--- config.mk ---
export PLATFORM = sky130hd
export DESIGN_NAME = regtag_tracker
export DESIGN_NICKNAME = d
export VERILOG_FILES = /design/src/rtl/regtag_pkg.sv /design/src/rtl/regtag_store.sv /design/src/rtl/regtag_steer.sv /design/src/rtl/regtag_exitctl.sv /design/src/rtl/regtag_tracker.sv
export SDC_FILE = /design/constraint.sdc
export NUM_CORES = 1
export LEC_CHECK = 0
export ABC_AREA = 1
export BUFFER_PORTS_ARGS = -buffer_cell sky130_fd_sc_hd__buf_2
export CORE_MARGIN = 2
export CORE_UTILIZATION = 62
export DETAILED_ROUTE_END_ITERATION = 8
export PLACE_DENSITY_LB_ADDON = 0.3
export SLEW_MARGIN = 10
export SYNTH_ARGS = -nofsm -noshare
export SYNTH_HDL_FRONTEND = slang
export SYNTH_HIERARCHICAL = 1
export SYNTH_SLANG_ARGS = --single-unit
--- constraint.sdc ---
create_clock -name clk -period 4.62 [get_ports clk]
set_clock_uncertainty 0.1 [all_clocks]
set_input_delay 0.231 -clock clk [delete_from_list [all_inputs] [get_ports clk]]
set_output_delay 0.231 -clock clk [all_outputs]
set_load 0.005 [all_outputs]
--- src/rtl/regtag_pkg.sv ---
package regtag_pkg;
  typedef enum logic [2:0] {
    CLS_NOP    = 3'd0,
    CLS_LD_INT = 3'd1,
    CLS_LD_FP  = 3'd2,
    CLS_OP_SHR = 3'd3,
    CLS_OP_FP  = 3'd4,
    CLS_OP_INT = 3'd5,
    CLS_ENTER  = 3'd6,
    CLS_EXIT   = 3'd7
  } cls_e;
endpackage

--- src/rtl/regtag_store.sv ---
module regtag_store #(
  parameter int NREG = 32
) (
  input  logic            clk,
  input  logic            rst_n,
  input  logic            wr_en,
  input  logic [NREG-1:0] wr_mask,
  input  logic [NREG-1:0] wr_data,
  output logic [NREG-1:0] eff_tags
);
  logic [NREG-1:0] tags_q;
  logic            wb_vld_q;
  logic [NREG-1:0] wb_mask_q;
  logic [NREG-1:0] wb_data_q;
  logic [NREG-1:0] merged;

  assign merged   = (tags_q & ~wb_mask_q) | (wb_data_q & wb_mask_q);
  assign eff_tags = wb_vld_q ? merged : tags_q;

  always_ff @(posedge clk) begin
    if (!rst_n) begin
      tags_q    <= '0;
      wb_vld_q  <= 1'b0;
      wb_mask_q <= '0;
      wb_data_q <= '0;
    end else begin
      if (wb_vld_q) tags_q <= merged;
      wb_vld_q <= wr_en;
      if (wr_en) begin
        wb_mask_q <= wr_mask;
        wb_data_q <= wr_data;
      end
    end
  end

  p_hold_idle_r9: assert property (@(posedge clk) disable iff (!rst_n)
    !wb_vld_q |=> tags_q == $past(tags_q));

  p_commit_r8: assert property (@(posedge clk) disable iff (!rst_n)
    wb_vld_q |=> ((tags_q ^ $past(wb_data_q)) & $past(wb_mask_q)) == '0);
endmodule

--- src/rtl/regtag_steer.sv ---
module regtag_steer
  import regtag_pkg::*;
#(
  parameter int NREG = 32,
  parameter int IW   = $clog2(NREG)
) (
  input  cls_e            cls,
  input  logic [IW-1:0]   dst,
  input  logic [IW-1:0]   src,
  input  logic [NREG-1:0] eff_tags,
  output logic            sel_fp,
  output logic            upd_en,
  output logic [NREG-1:0] upd_mask,
  output logic [NREG-1:0] upd_data
);
  logic dst_val;

  always_comb begin
    case (cls)
      CLS_OP_SHR: sel_fp = eff_tags[src];
      CLS_OP_FP:  sel_fp = 1'b1;
      default:    sel_fp = 1'b0;
    endcase
  end

  always_comb begin
    upd_en  = 1'b0;
    dst_val = 1'b0;
    case (cls)
      CLS_LD_INT: upd_en = 1'b1;
      CLS_LD_FP:  begin upd_en = 1'b1; dst_val = 1'b1; end
      CLS_OP_SHR, CLS_OP_FP, CLS_OP_INT: begin upd_en = 1'b1; dst_val = sel_fp; end
      default: ;
    endcase
  end

  for (genvar i = 0; i < NREG; i++) begin : g_bit
    assign upd_mask[i] = (dst == IW'(i));
    assign upd_data[i] = dst_val;
  end
endmodule

--- src/rtl/regtag_exitctl.sv ---
module regtag_exitctl #(
  parameter int NREG = 32
) (
  input  logic            clk,
  input  logic            rst_n,
  input  logic            start,
  input  logic [NREG-1:0] mask_in,
  input  logic            rest_valid,
  output logic            waiting,
  output logic            rest_fire,
  output logic [NREG-1:0] pend_mask
);
  logic            wait_q;
  logic [NREG-1:0] mask_q;

  assign waiting   = wait_q;
  assign pend_mask = mask_q;
  assign rest_fire = wait_q && rest_valid;

  always_ff @(posedge clk) begin
    if (!rst_n) begin
      wait_q <= 1'b0;
      mask_q <= '0;
    end else if (rest_fire) begin
      wait_q <= 1'b0;
    end else if (start) begin
      wait_q <= 1'b1;
      mask_q <= mask_in;
    end
  end

  p_wait_hold_r7: assert property (@(posedge clk) disable iff (!rst_n)
    wait_q && !rest_valid |=> wait_q);

  p_release_r7: assert property (@(posedge clk) disable iff (!rst_n)
    rest_fire |=> !wait_q);
endmodule

--- src/rtl/regtag_tracker.sv ---
module regtag_tracker
  import regtag_pkg::*;
#(
  parameter int NREG = 32,
  parameter int IW   = $clog2(NREG)
) (
  input  logic            clk,
  input  logic            rst_n,
  input  logic            dec_valid,
  output logic            dec_ready,
  input  logic [2:0]      dec_class,
  input  logic [IW-1:0]   dec_dst,
  input  logic [IW-1:0]   dec_src,
  input  logic [NREG-1:0] dec_mask,
  output logic            sel_fp,
  output logic            save_valid,
  input  logic            save_ready,
  output logic [NREG-1:0] save_word,
  output logic            stall,
  input  logic            rest_valid,
  output logic            rest_ready,
  input  logic [NREG-1:0] rest_word
);
  cls_e            cls;
  logic [NREG-1:0] eff_tags;
  logic            upd_en;
  logic [NREG-1:0] upd_mask, upd_data;
  logic            waiting, rest_fire, accept;
  logic [NREG-1:0] pend_mask;
  logic            wr_en;
  logic [NREG-1:0] wr_mask, wr_data;

  assign cls        = cls_e'(dec_class);
  assign dec_ready  = !waiting && !(cls == CLS_ENTER && !save_ready);
  assign accept     = dec_valid && dec_ready;
  assign save_valid = dec_valid && !waiting && cls == CLS_ENTER;
  assign save_word  = eff_tags & dec_mask;
  assign stall      = waiting;
  assign rest_ready = waiting;

  assign wr_en   = rest_fire || (accept && upd_en);
  assign wr_mask = rest_fire ? pend_mask : upd_mask;
  assign wr_data = rest_fire ? rest_word : upd_data;

  regtag_store #(.NREG(NREG)) u_store (
    .clk(clk), .rst_n(rst_n), .wr_en(wr_en), .wr_mask(wr_mask),
    .wr_data(wr_data), .eff_tags(eff_tags)
  );

  regtag_steer #(.NREG(NREG), .IW(IW)) u_steer (
    .cls(cls), .dst(dec_dst), .src(dec_src), .eff_tags(eff_tags),
    .sel_fp(sel_fp), .upd_en(upd_en), .upd_mask(upd_mask), .upd_data(upd_data)
  );

  regtag_exitctl #(.NREG(NREG)) u_exit (
    .clk(clk), .rst_n(rst_n), .start(accept && cls == CLS_EXIT),
    .mask_in(dec_mask), .rest_valid(rest_valid), .waiting(waiting),
    .rest_fire(rest_fire), .pend_mask(pend_mask)
  );

  p_stall_blocks_r7: assert property (@(posedge clk) disable iff (!rst_n)
    stall |-> !dec_ready);

  p_save_backpr_r6: assert property (@(posedge clk) disable iff (!rst_n)
    save_valid && !save_ready |-> !dec_ready);

  p_fpload_sets_r2: assert property (@(posedge clk) disable iff (!rst_n)
    accept && cls == CLS_LD_FP |=> eff_tags[$past(dec_dst)]);

  p_intload_clears_r3: assert property (@(posedge clk) disable iff (!rst_n)
    accept && cls == CLS_LD_INT |=> !eff_tags[$past(dec_dst)]);

  p_arith_dst_r5: assert property (@(posedge clk) disable iff (!rst_n)
    accept && (cls == CLS_OP_SHR || cls == CLS_OP_FP || cls == CLS_OP_INT)
    |=> eff_tags[$past(dec_dst)] == $past(sel_fp));

  p_unmasked_keep_r7: assert property (@(posedge clk) disable iff (!rst_n)
    rest_fire |=> ((eff_tags ^ $past(eff_tags)) & ~$past(pend_mask)) == '0);
endmodule

After elaboration in Yosys (flattened, before gate mapping)
Cells that the tools add are included.
Storage, ports and cells
  register bits after elaboration: 130
  bits in latches: 0
  RAM bits: 0
  memory bits (read-only): 0
  input bits: 82
  output and inout port bits: 37
  logic and storage cells: 77
  memories: 0
Operators by class
  add/sub/neg operators: 0
  multiply operators: 0
  div/mod/pow operators: 0
  order comparisons: 1
  eq/ne operators: 38
  shift operators: 0
  mux-type cells: 8
  bitwise logic cells: 7
  reduce and logical (&&, ||, !) cells: 17
Operators by type and width (count)
  32-bit bitwise AND: 3
  32-bit two-way mux: 3
  5-bit == test (second input constant): 16
  5-bit by 4-bit == test with 1-bit output (second input constant): 8
  32-bit NOT: 1
  32-bit OR: 1
  5-bit by 3-bit == test with 1-bit output (second input constant): 4
  3-bit == test (second input constant): 4
  5-bit by 2-bit == test with 1-bit output (second input constant): 2
  1-bit logical AND: 8
  3-bit by 2-bit == test with 1-bit output (second input constant): 2
  5-bit by 6-bit less-than comparator with 1-bit output (second input constant): 1
  1-bit binary-select mux with 5-bit select: 1
  5-bit by 1-bit == test with 1-bit output (second input constant): 1
  5-bit zero test: 1
  5-bit OR reduction: 1
  1-bit one-hot mux with 2 select lines: 2
  3-bit by 1-bit == test with 1-bit output (second input constant): 1
  1-bit zero test: 3
  3-bit OR reduction: 1
  1-bit two-way mux: 2
  1-bit NOT: 2
  2-bit AND reduction: 1
  2-bit OR reduction: 1
  1-bit logical OR: 1

Depth between registers and ports, before layout
Gate-level depths: netlist (run 1).
  word-level depth: 9
  mapped depth: 19
  depth with buffers taken out: 16

Hierarchy
The synthesis (run 1) kept the hierarchy.
By module, submodules not included
  regtag_store: instances 1, cells an instance 579, area an instance 4002.6 µm², seq. area each 1941.9 µm²
  regtag_exitctl: instances 1, cells an instance 215, area an instance 1488.9 µm², seq. area each 660.6 µm²
  regtag_tracker: instances 1, cells an instance 285, area an instance 1182.4 µm², seq. area each 0.0 µm²
  regtag_steer: instances 1, cells an instance 179, area an instance 910.9 µm², seq. area each 0.0 µm²

Least setup slack after synthesis (run 1)
OpenSTA, ideal clock, no wires.
  path kind: reg2reg
  start: reg u_store.wb_vld_q
  end: reg u_store.wb_data_q[26]
  library setup time: 0.116 ns
  data arrival time: 2.062 ns
  data required time: 4.404 ns
  setup slack: 2.342 ns
  cell stages (with the launch flop): 19
  buffers on the path: 3
  period minus slack after synthesis: 2.278 ns
  cells stage by stage: dfxtp_1 -> buf_4 -> buf_4 -> nand3_1 -> nand2_1 -> inv_1 -> nand2_1 -> nand3_1 -> nand3_1 -> nand2_1 -> nand2_1 -> nand3_1 -> nand3_2 -> nand3_2 -> buf_4 -> nand2_1 -> nand2_1 -> nor2_1 -> nor2_1
Between the ends
  word-level cells in the longest chain between the ends: 6
RTL lines
  from (decl): line regtag_store.sv:12  | logic wb_vld_q;
  from (signal assigned): line regtag_store.sv:28  | wb_vld_q <= wr_en;
  32-bit two-way mux: line regtag_store.sv:18  | assign eff_tags = wb_vld_q ? merged : tags_q;
  via eff_tags[29]: line regtag_tracker.sv:25  | logic [NREG-1:0] eff_tags;
  1-bit binary-select mux with 5-bit select: line regtag_steer.sv:20  | CLS_OP_SHR: sel_fp = eff_tags[src];
  1-bit two-way mux (not written as such): line regtag_steer.sv:20
  1-bit one-hot mux with 2 select lines: line regtag_steer.sv:19  | case (cls)
  1-bit one-hot mux with 2 select lines: line regtag_steer.sv:29  | case (cls)
  via u_steer.dst_val: line regtag_steer.sv:16  | logic dst_val;
  32-bit two-way mux: line regtag_tracker.sv:43  | assign wr_data = rest_fire ? rest_word : upd_data;
  via wr_data[26]: line regtag_tracker.sv:31  | logic [NREG-1:0] wr_mask, wr_data;
  to (signal assigned): line regtag_store.sv:31  | wb_data_q <= wr_data;
  to (decl): line regtag_store.sv:14  | logic [NREG-1:0] wb_data_q;
The timed path passes the listed nets, and every way through them passes these cells. The select of a mux whose other input is x is not followed.
A chain may end at the register's enable or synchronous reset.

Worst setup path after layout (run 1)
  start: reg u_store.wb_vld_q
  end: reg u_store.wb_data_q[8]
Between the ends
  word-level cells in the longest chain between the ends: 6
RTL lines
  32-bit two-way mux: line regtag_store.sv:18
  via eff_tags[7]: line regtag_tracker.sv:25
  1-bit binary-select mux with 5-bit select: line regtag_steer.sv:20
  1-bit two-way mux (not written as such): line regtag_steer.sv:20
  1-bit one-hot mux with 2 select lines: line regtag_steer.sv:19
  1-bit one-hot mux with 2 select lines: line regtag_steer.sv:29
  via upd_data[0]: line regtag_tracker.sv:27  | logic [NREG-1:0] upd_mask, upd_data;
  32-bit two-way mux: line regtag_tracker.sv:43
  via wr_data[8]: line regtag_tracker.sv:31
The timed path passes the listed nets, and every way through them passes these cells. The select of a mux whose other input is x is not followed.

==> results of run 1 <==
where the power goes:
part | switching (uW) | internal [uW]
logic | 236 | 119
registers | 46.5 | 1190
clock network | 508 | 821
metal layers:
| layer | GRT usage [%] | routed length (microns) |
|---|---|---|
| met3 | 5.98 | 1300 |
| met2 | 51.9 | 9360 |
| met5 | 0 | 0 |
| met4 | 12.8 | 641 |
| met1 | 37.7 | 8380 |
registers in the layout (all words and copies together) (netlist names):
signal	flops
u_store/wb_data_q	32
u_exit/pend_mask	32
u_store/wb_mask_q	32
u_store/wb_vld_q	1
u_exit/waiting	1
u_store/tags_q	32
critical path, stage by stage (launching register included):
cell and delay, ns:
dfxtp_2 1.09, nand3_1 0.19, nand2_1 0.14, inv_1 0.08, nand2_1 0.07, nand3_1 0.07
nand3_1 0.08, nand2_1 0.13, nand2_1 0.09, nand3b_1 0.09, nand3_2 0.08, nand3_2 0.52
nand2_1 0.27, nand2_1 0.08, nor2_1 0.11, nor2_1 0.06
cells in the final DEF, fill, tap and decap left out, types with 3 or more instances in the layout:
master	count
dfxtp_1	129
clkinvlp_4	5
nor3_1	11
buf_2	118
nand2_2	6
nand3_1	94
clkbuf_16	17
inv_1	177
a21oi_1	33
o21ai_0	52
buf_4	7
inv_2	3
nor2_1	222
clkinv_4	3
nand2_1	409
o21ai_1	13
worst min path at each step:
stage / start / to / slack, ns / cells after the start
floorplan: rst_n / u_store/tags_q[26]$_SDFF_PN0_ / 0.30 / 2
global placement: u_exit/pend_mask[29]$_SDFFE_PN0P_ / u_exit/pend_mask[29]$_SDFFE_PN0P_ / 0.36 / 2
detailed placement: u_exit/pend_mask[21]$_SDFFE_PN0P_ / u_exit/pend_mask[21]$_SDFFE_PN0P_ / 0.37 / 2
CTS: rest_word[27] / u_store/wb_data_q[27]$_SDFFE_PN0P_ / 0.02 / 5
global route: dec_mask[12] / u_exit/pend_mask[12]$_SDFFE_PN0P_ / 0.06 / 5
finish: rest_word[28] / u_store/wb_data_q[28]$_SDFFE_PN0P_ / 0.03 / 5
kinds of logic after synthesis:
logic type | share of synthesized area, %
flip-flops | 34.3
AO/OA/AOI/OAI | 6.47
buffers and inverters | 20.1
AND/OR/NAND/NOR | 39.1
per-stage QoR:
| step | utilization (%) | worst slack (ns) | hold slack [ns] | area (sq um) |
|---|---|---|---|---|
| 3_3_place_gp | 63.4 | 1.46 | 0.360 | 7590 |
| 3_5_place_dp | 63.4 | 1.37 | 0.369 | 7590 |
| 6_report | 68.4 | 1.21 | 0.0272 | 8180 |
| 2_1_floorplan | - | 2.34 | 0.302 | 7580 |
| 4_1_cts | 68.4 | 1.34 | 0.0181 | 8180 |
| 5_1_grt | 68.4 | 0.916 | 0.0552 | 8180 |
area by class of cell:
cell class	count	area, sq um
clock buffer	20	457
fill	1116	3780
tap	147	184
timing repair buffer	125	643
sequential	130	2600
multi-input combinational	844	3460
inverter	182	696
clock inverter	12	134
==> impl_summary.log, run 1 <==
INFO  metric die_area = 13100 sq um
INFO  metric drt_first_pass_iters = 5
INFO  metric totalPowerFinal = 2920 uW
INFO  metric setup.worst_path.class = reg -> reg
INFO  metric cts_hold_buf = 0
INFO  metric vdd_ir_drop_max = 0.000210 V
INFO  metric vias_per_cell = 5.12
INFO  metric grt_first_pass_wirelength = 31400 microns
INFO  metric drive_gt1_share = 13.0%
INFO  metric cts-root-to-sink-buffers = 2
INFO  metric grt_pass1_vias = 6572
INFO  metric wirelength = 19700 microns
INFO  metric io-pin-count = 119
INFO  metric tightest_slew = 1.15 ns
INFO  metric dp_cells = 1428
INFO  metric synth_enable_flop_cells = 0
INFO  metric synth_cell_types = 24
INFO  metric post-route-min-period = 3.41 ns
INFO  metric rr_endpoint = u_store/wb_data_q[8]$_SDFFE_PN0P_
INFO  metric ys_top_cells_by_area = dfxtp_1 (34%), nand2_1 (20%), nor2_1 (11%), inv_1 (8.8%), nand3_1 (6.2%)
INFO  metric synth_common_cells = nand2_1 (410), nor2_1 (222), inv_1 (178), dfxtp_1 (130), nand3_1 (94)
INFO  metric wl_per_cell = 13.5 microns
INFO  metric route.vias.total = 7469
INFO  metric critical_path.startpoint_type = flip-flop
INFO  metric layout-area-overhead-vs-synth = 7.84%
INFO  metric drv.max_cap_violation_count = 0
INFO  metric cts_tree = yes
INFO  metric worst_r2r_startpoint = u_store/wb_vld_q$_SDFF_PN0_
INFO  metric synth_top_cell_by_area = dfxtp_1
INFO  metric final-instance-count-excl-fill = 1460
INFO  metric ys.flop_type = dfxtp_1
INFO  metric worstPathArrival = 3.62 ns
INFO  metric finalSetupTns = 0 ns
INFO  metric io_buffers = 118
INFO  metric synth_seq_area_share = 34.3%
INFO  metric maxClockFrequency = 294 MHz
INFO  metric max_slew_margin = 23.1%
INFO  metric die_width = 115 microns
INFO  metric core-area = 12000 sq um
INFO  metric final_antenna_net_count = 0
INFO  metric drv_slew = 0
INFO  metric numClockSinks = 130
INFO  metric path_max_fanout = 63
INFO  metric mean_syn_cell_area = 6.03 sq um
INFO  metric fin_crit_sh = 73.7%
INFO  metric yosysMostFrequentCell = nand2_1
INFO  metric route.detailed.drc = 0
INFO  metric critical_path_required = 4.84 ns
INFO  metric rsz0062_at_grt = false
INFO  metric initial_antenna_violation_count = 0
INFO  metric insertion_delay = 0.43 ns
INFO  metric cts_setup_buffers = 0
INFO  metric cts_buffers = 17
INFO  metric grt_max_degree = 99
INFO  metric ys_warn_count = 6
INFO  metric setup.reg_to_reg.worst_slack = 1.21 ns
INFO  metric crit_start = u_store/wb_vld_q$_SDFF_PN0_
INFO  metric synth.net_count = 1340
INFO  metric antenna_cells = 0
INFO  metric area_share_of_the_largest_cell_type_after_synthesis = 34.3%
INFO  metric gp_congestion = 0.979
INFO  metric cts_repair_resize_count = 0
INFO  metric leakage_power = 0.00467 uW
INFO  metric finish.net_count = 1382
INFO  metric floorplan.initialDensity = 63.4%
INFO  metric timing.final.hold_violations = 0
INFO  metric place.detailed.hpwl = 13100 microns
INFO  metric cts-root-buf = clkbuf_16
INFO  metric row_count = 40
INFO  metric outcome = complete, no violations
INFO  metric min_delay_path_class = in -> reg
INFO  metric critical_path_destination = u_store/wb_data_q[8]$_SDFFE_PN0P_
INFO  metric reg2reg_depth = 15
INFO  metric async_reset_ff_share = 0%
INFO  metric setup_viol = 0
INFO  metric ys_seq_elements = 130
INFO  metric track_usage = 30.5%
INFO  metric cellPowerDensity = 357 nW/um^2
INFO  metric postSynthCellCount = 1258
INFO  metric netlist_area = 7580 sq um
INFO  metric first_iter_violations = 800
INFO  metric grt.overflow.total = 0
INFO  metric cts.reportedPaths.clkPinSlew = 0.06 ns
INFO  metric cts_htree_levels = 4
INFO  metric type_of_element_capturing_the_critical_path = flip-flop
INFO  metric die_span_in_y = 115 microns
Note: power is estimated with default switching activity, not from simulation.
==> run 2: changes to the inputs <==
CORE_UTILIZATION = 58   (was 62)
clock period = 3.4 ns   (was 4.62 ns; I/O delays follow)
==> impl_summary.log, run 2 (synthesis results as in run 1) <==
INFO  metric die_span_in_y = 118 microns (+3.3%)
INFO  metric maxClockFrequency = 348 MHz (+18%)
INFO  metric use_met1 = 35.9% (-1.8 points)
INFO  metric drive_gt1_share = 12.6% (-0.39 points)
INFO  metric insertion_delay = 0.43 ns (about the same)
INFO  metric setup.reg_to_reg.worst_slack = 0.53 ns (-0.69 ns)
INFO  metric max_slew_margin = 22.6% (-0.50 points)
INFO  metric initial_antenna_violation_count = 0 (unchanged)
INFO  metric hold_start = rest_word[23]
INFO  metric share_seq_of_total_power = 40.5% (-1.8 points)
INFO  metric drv_slew = 0 (unchanged)
INFO  metric core-area = 12700 sq um (+5.9%)
INFO  metric first_iter_violations = 859 (+7.4%)
INFO  metric dp_cells = 1453 (+1.8%)
INFO  metric critical_path_destination = u_store/wb_data_q[3]$_SDFFE_PN0P_
INFO  metric setup_viol = 0 (unchanged)
INFO  metric net-switching-power = 1060 uW (+34%)
INFO  metric cts.reportedPaths.clkPinSlew = 0.06 ns (about the same)
INFO  metric vias_per_cell = 5.11 (about the same)
INFO  metric grt_max_degree = 99 (unchanged)
INFO  metric postLayoutCoreUtil = 68.3% (-0.076 points)
INFO  metric tightest_slew = 1.16 ns (+0.00629 ns)
INFO  metric track_usage = 30.0% (-0.52 points)
INFO  metric slowest_delay = 0.51 ns (-0.58 ns)
INFO  metric crit_family = simple AND/OR/NAND/NOR gates
INFO  metric final_antenna_net_count = 0 (unchanged)
INFO  metric layout_commonest_cell = nand2_1
INFO  metric rr_endpoint = u_store/wb_data_q[3]$_SDFFE_PN0P_
INFO  metric cellPowerDensity = 477 nW/um^2 (+34%)
INFO  metric row_count = 41 (+2.5%)
INFO  metric place.detailed.hpwl = 13900 microns (+5.7%)
INFO  metric die_width = 118 microns (+3.3%)
INFO  metric route.vias.total = 7795 (+4.4%)
INFO  metric timing.final.hold_violations = 0 (unchanged)
INFO  metric die_area = 14000 sq um (+6.7%)
INFO  metric grt_first_pass_wirelength = 33800 microns (+7.8%)
INFO  metric mostFrequentLayoutCells = nand2_1 (408), nor2_1 (222), inv_1 (177), dfxtp_1 (129), buf_2 (118)
INFO  metric worstPathBufferInverterCount = 2 (+1)
INFO  metric setup.worst_path.class = reg -> reg
INFO  metric route.detailed.drc = 0 (unchanged)
INFO  metric final-instance-count-excl-fill = 1525 (+4.5%)
INFO  metric path_max_fanout = 48 (-24%)
INFO  metric type_of_element_capturing_the_critical_path = flip-flop
INFO  metric post-route-min-period = 2.87 ns (-0.531 ns)
INFO  metric reg2reg_depth = 16 (+1)
INFO  metric critical_path.startpoint_type = flip-flop
INFO  metric cts_htree_levels = 4 (unchanged)
INFO  metric cpMaxStageDelayCell = dfxtp_2
INFO  metric vdd_ir_drop_max = 0.000372 V (+77%)
INFO  metric antenna_cells = 0 (unchanged)
INFO  metric logic_pwr_share = 12.9% (+0.7 points)
INFO  metric p_int = 3060 uW (+44%)
INFO  metric drt_first_pass_iters = 8 (+3)
INFO  metric fin_crit_sh = 84.5% (+11 points)
INFO  metric cts_buffers = 17 (unchanged)
INFO  metric grt_util_met3 = 7.19% (+1.2 points)
INFO  metric worst_path_most_repeated_cell = nand2_1
INFO  metric wirelength = 20900 microns (+5.9%)
INFO  metric leakage_power = 0.00487 uW (+4.4%)
INFO  metric gp_congestion = 0.995 (+1.6%)
INFO  metric cts_tree = yes
INFO  metric crit_cells = 16 (+1)
INFO  metric clock_power_share = 46.6% (+1.1 points)
INFO  metric grt.overflow.total = 0 (unchanged)
INFO  metric layout-area-overhead-vs-synth = 14.1%
INFO  metric grt_pass1_vias = 7123 (+8.4%)
INFO  metric cts-root-buf = clkbuf_16
INFO  metric wl_per_cell = 13.7 microns (+1.4%)
INFO  metric cts-root-to-sink-buffers = 2 (unchanged)
INFO  metric io-pin-count = 119 (unchanged)
INFO  metric crit_start = u_store/wb_vld_q$_SDFF_PN0_
INFO  metric numClockSinks = 130 (unchanged)
INFO  metric finalSetupTns = 0 ns (unchanged)
INFO  metric cts_setup_buffers = 0 (unchanged)
INFO  metric netSwitchingFraction = 25.7% (-1.4 points)
INFO  metric io_buffers = 118 (unchanged)
INFO  metric busiest_layer_in_global_routing = met2
INFO  metric worst_r2r_startpoint = u_store/wb_vld_q$_SDFF_PN0_
INFO  metric outcome = complete, no violations
INFO  metric cts_repair_resize_count = 0 (unchanged)
INFO  metric critical_path_required = 3.62 ns (-1.22 ns)
INFO  metric min_delay_path_class = in -> reg
INFO  metric groute.layer.met2.usage = 51.2% (-0.68 points)
INFO  metric finish.net_count = 1422 (+2.9%)
INFO  metric floorplan.initialDensity = 59.9% (-3.6 points)
INFO  metric worstPathArrival = 3.10 ns (-0.52 ns)
INFO  metric rsz0062_at_grt = false
INFO  metric crit_chain = buf_12, nand3_1, nand2_1, inv_1, nand2_1, nand3_1, nand3_1, nand2_1, nand2_1, nand3b_1, nand3_2, nand3_2, nand2_1, nand2_1, nor2_1, nor2_1
INFO  metric drv.max_cap_violation_count = 0 (unchanged)
-- run 2: cell types whose count changed in the layout (fill, tap and decap cells not counted) --
cell,before,now
nand2_1,409,408
clkinvlp_4,5,0
dlygate4sd3_1,0,40
clkinv_2,2,6
bufinv_16,2,4
clkinv_4,3,1
buf_12,0,1
buf_4,7,6
nand2_2,6,7
clkbuf_1,1,2
-- run 2: worst min-delay path by stage --
stage	slack, ns	cells past startpoint	end
finish	0.005	5	u_store/wb_data_q[23]$_SDFFE_PN0P_
global route	0.009	5	u_store/wb_data_q[23]$_SDFFE_PN0P_
CTS	0.0009	5	u_exit/pend_mask[13]$_SDFFE_PN0P_
detailed placement	0.37	2	u_exit/pend_mask[28]$_SDFFE_PN0P_
global placement	0.36	2	u_exit/pend_mask[31]$_SDFFE_PN0P_
floorplan	0.24	2	u_store/tags_q[26]$_SDFF_PN0_
-- run 2: worst reg2reg max path: stages, from the launching register on --
cell and delay (ns):
dfxtp_2 0.51, buf_12 0.27, nand3_1 0.12, nand2_1 0.08, inv_1 0.08, nand2_1 0.08, nand3_1 0.08, nand3_1 0.07
nand2_1 0.06, nand2_1 0.06, nand3b_1 0.14, nand3_2 0.12, nand3_2 0.50, nand2_1 0.28, nand2_1 0.07, nor2_1 0.10
nor2_1 0.06
-- run 2: cell type report --
| class | instances | area [sq um] |
|---|---|---|
| clock buffers | 21 | 460 |
| clock inverters | 11 | 159 |
| fillers | 1175 | 4020 |
| inverters | 182 | 696 |
| multi-input cells | 844 | 3460 |
| flip-flops and latches | 130 | 2600 |
| well taps | 172 | 215 |
| repair buffers | 165 | 1060 |
-- run 2: metrics by stage --
| step | hold slack [ns] | setup slack (ns) | area [sq um] | total power, uW |
|---|---|---|---|---|
| floorplan | 0.241 | 1.12 | 7580 | 2100 |
| global placement | 0.361 | 0.632 | 7630 | 2180 |
| detailed placement | 0.368 | 0.587 | 7630 | 2190 |
| CTS | 0.000874 | 0.562 | 8650 | 4130 |
| global route | 0.00852 | 0.217 | 8650 | 4290 |
| finish | 0.00507 | 0.526 | 8650 | 4130 |
-- run 2: repair_timing --
| action | in CTS | in global routing |
|---|---|---|
| endpoints found under the setup margin | 0 | 0 |
| hold buffers | 40 | 0 |
| endpoints found under the hold margin | 40 | 0 |
-- run 2: per-layer routing --
layer,part of all wire [%],vias up
met5,0,-
met4,4.2,0
met3,7.3,78
met2,47,356
met1,42,3456
li1,-,3905
-- run 2: power by group through the flow --
| stage | Combinational, uW | Clock (uW) | Sequential, uW |
|---|---|---|---|
| 3_5_place_dp | 487 | 0 | 1700 |
| 6_report | 532 | 1930 | 1670 |
| 3_3_place_gp | 481 | 0 | 1700 |
| 5_1_grt | 597 | 2020 | 1680 |
| 2_1_floorplan | 416 | 0 | 1680 |
| 4_1_cts | 526 | 1940 | 1670 |
==> run 3: changes to the inputs <==
CORE_UTILIZATION = 52   (was 58)
clock period = 2.5 ns   (was 3.4 ns; I/O delays follow)
==> impl_summary.log, run 3 (synthesis results as in run 1) <==
INFO  metric cellPowerDensity = 627 nW/um^2 (+32%)
INFO  metric slowest_delay = 0.42 ns (-0.09 ns)
INFO  metric setup_viol = 0 (unchanged)
INFO  metric cts-root-to-sink-buffers = 2 (unchanged)
INFO  metric cts-root-buf = clkbuf_16
INFO  metric crit_family = simple AND/OR/NAND/NOR gates
INFO  metric fin_hold_ws = 0.0335 ns (+0.0284 ns)
INFO  metric cpMaxStageDelayCell = dfxtp_4
INFO  metric drt_first_pass_iters = 5 (-3)
INFO  metric initial_antenna_violation_count = 1 (+1)
INFO  metric maxClockFrequency = 416 MHz
INFO  metric wirelength = 21400 microns (+2.5%)
INFO  metric reg2reg_depth = 17 (+1)
INFO  metric placement.cell_area = 7750 sq um (+1.5%)
INFO  metric postLayoutCoreUtil = 63.1% (-5.2 points)
INFO  metric layout_commonest_cell = nand2_1
INFO  metric cts_buffers = 17 (unchanged)
INFO  metric die_span_in_y = 125 microns (+5.4%)
INFO  metric first_iter_violations = 759 (-12%)
INFO  metric post-route-min-period = 2.40 ns
INFO  metric worstPathBufferInverterCount = 3 (+1)
INFO  metric leakage_power = 0.00503 uW (+3.2%)
INFO  metric wl_per_cell = 13.6 microns (-0.54%)
INFO  metric setup.worst_path.class = reg -> out
INFO  metric cts.reportedPaths.clkPinSlew = 0.06 ns (about the same)
INFO  metric worstPathArrival = 2.18 ns (-0.92 ns)
INFO  metric max_slew_margin = 58.4% (+36 points)
INFO  metric die_area = 15600 sq um (+11%)
INFO  metric drv_slew = 0 (unchanged)
INFO  metric cts_tree = yes
INFO  metric tightest_slew = 0.624 ns (-0.536 ns)
INFO  metric vias_per_cell = 4.97 (-2.7%)
INFO  metric fin_crit_sh = 96.1%
INFO  metric critical_path_required = 2.28 ns (-1.34 ns)
INFO  metric die_width = 125 microns (+5.4%)
INFO  metric cts_htree_levels = 4 (unchanged)
INFO  metric insertion_delay = 0.43 ns (about the same)
INFO  metric layout-area-overhead-vs-synth = 19.6%
INFO  metric io_buffers = 118 (unchanged)
INFO  metric grt_pass1_vias = 6943 (-2.5%)
INFO  metric timing.final.hold_violations = 0 (unchanged)
INFO  metric path_max_fanout = 11 (-77%)
INFO  metric vdd_ir_drop_max = 0.000612 V (+65%)
INFO  metric grt.overflow.total = 0 (unchanged)
INFO  metric io-pin-count = 119 (unchanged)
INFO  metric nFillCells = 1380 (+17%)
INFO  metric row_count = 44 (+7.3%)
INFO  metric final-instance-count-excl-fill = 1571 (+3.0%)
INFO  metric final_antenna_net_count = 0 (unchanged)
INFO  metric whs_path_depth = 5 (unchanged)
INFO  metric drive_gt1_share = 13.3% (+0.64 points)
INFO  metric numClockSinks = 130 (unchanged)
INFO  metric worst_path_most_repeated_cell = nand2_1
INFO  metric crit_cells = 14 (-2)
INFO  metric gp_congestion = 0.953 (-4.2%)
INFO  metric mostFrequentLayoutCells = nand2_1 (407), nor2_1 (222), inv_1 (176), dfxtp_1 (129), buf_2 (118)
INFO  metric place.detailed.hpwl = 14100 microns (+1.6%)
INFO  metric route.vias.total = 7813 (+0.23%)
INFO  metric type_of_element_capturing_the_critical_path = output pin
INFO  metric grt_max_degree = 66 (-33%)
INFO  metric grt_first_pass_wirelength = 33800 microns (about the same)
INFO  metric fin_area = 9070 sq um (+4.8%)
INFO  metric crit_chain = clkbuf_16, nand2_1, nand2_1, nand2_1, inv_1, nand2_2, nand3_1, nand3_1, nand2_1, nand2_1, nand3b_1, nand3_2, nand2_2, buf_2
INFO  metric core-area = 14400 sq um (+13%)
INFO  metric min_delay_path_class = in -> reg
INFO  metric critical_path.startpoint_type = flip-flop
INFO  metric track_usage = 26.8% (-3.2 points)
INFO  metric route.detailed.drc = 0 (unchanged)
INFO  metric floorplan.initialDensity = 52.8% (-7.1 points)
INFO  metric outcome = complete, no violations
INFO  metric finish.net_count = 1455 (+2.3%)
INFO  metric drv.max_cap_violation_count = 0 (unchanged)
INFO  metric dp_cells = 1473 (+1.4%)
[run 3: cell types whose count changed in the layout (fill, tap and decap cells not counted), sizes merged]
cell / previous run / this run
diode: 0 / 1
clkinvlp: 0 / 4
dlygate4sd3: 40 / 63
inv: 182 / 183
clkinv: 7 / 4
buf: 125 / 133
[run 3: worst min-delay path, cell delays in order]
cell and delay (ns):
buf_2 0.10, nand2_1 0.07, nand2_1 0.08, nor2_1 0.05, nor2_1 0.09
[run 3: final timing paths]
kind                            slack, ns                              start                           endpoint
worst min-delay path                 0.03                       rest_word[0]  u_store/wb_data_q[0]$_SDFFE_PN0P_
worst min register to register       0.38  u_exit/pend_mask[23]$_SDFFE_PN0P_  u_exit/pend_mask[23]$_SDFFE_PN0P_
worst max-delay path                  0.1        u_store/wb_vld_q$_SDFF_PN0_                             sel_fp
worst max register to register       0.16        u_store/wb_vld_q$_SDFF_PN0_  u_store/wb_data_q[0]$_SDFFE_PN0P_
[run 3: repair_timing]
action | CTS | global route
hold buffers | 63 | 0
setup endpoints to repair | 0 | 1
endpoints found under the hold margin | 63 | 0
setup buffers | 0 | 0
resized for setup | 0 | 6
[run 3: per-layer routing]
layer / global-route usage (%) / wire length [microns] / vias to the layer above / part of all wire (%)
met2: 46.0 / 9920 / 324 / 46
met3: 4.81 / 1400 / 59 / 6.5
met5: 0 / 0 / - / 0
met1: 33.6 / 9300 / 3453 / 44
li1: - / - / 3977 / -
met4: 9.98 / 741 / 0 / 3.5
[run 3: report_power, final]
part | internal [uW] | switching (uW)
sequential | 2190 | 78.1
clock | 1690 | 945
combinational | 312 | 472
total | 4200 | 1490
[run 3: metrics by stage]
stage	total power [uW]	TNS, ns	setup WS, ns
after floorplan	2850	0	0.222
after global placement	2980	0	0.365
after detailed placement	2990	0	0.287
after CTS	5690	0	0.151
after global routing	5930	-0.00930	-0.00930
final	5690	0	0.0968
[run 3: cell type report]
class,instances,area [sq um],area share (%)
Multi-Input combinational cell,844,3470,38.2
Timing Repair Buffer,198,1450,15.9
Antenna cell,1,2.50,0.0276
Tap cell,184,230,2.54
Inverter,182,696,7.67
Clock inverter,13,183,2.01
Clock buffer,19,443,4.88
Sequential cell,130,2610,28.7
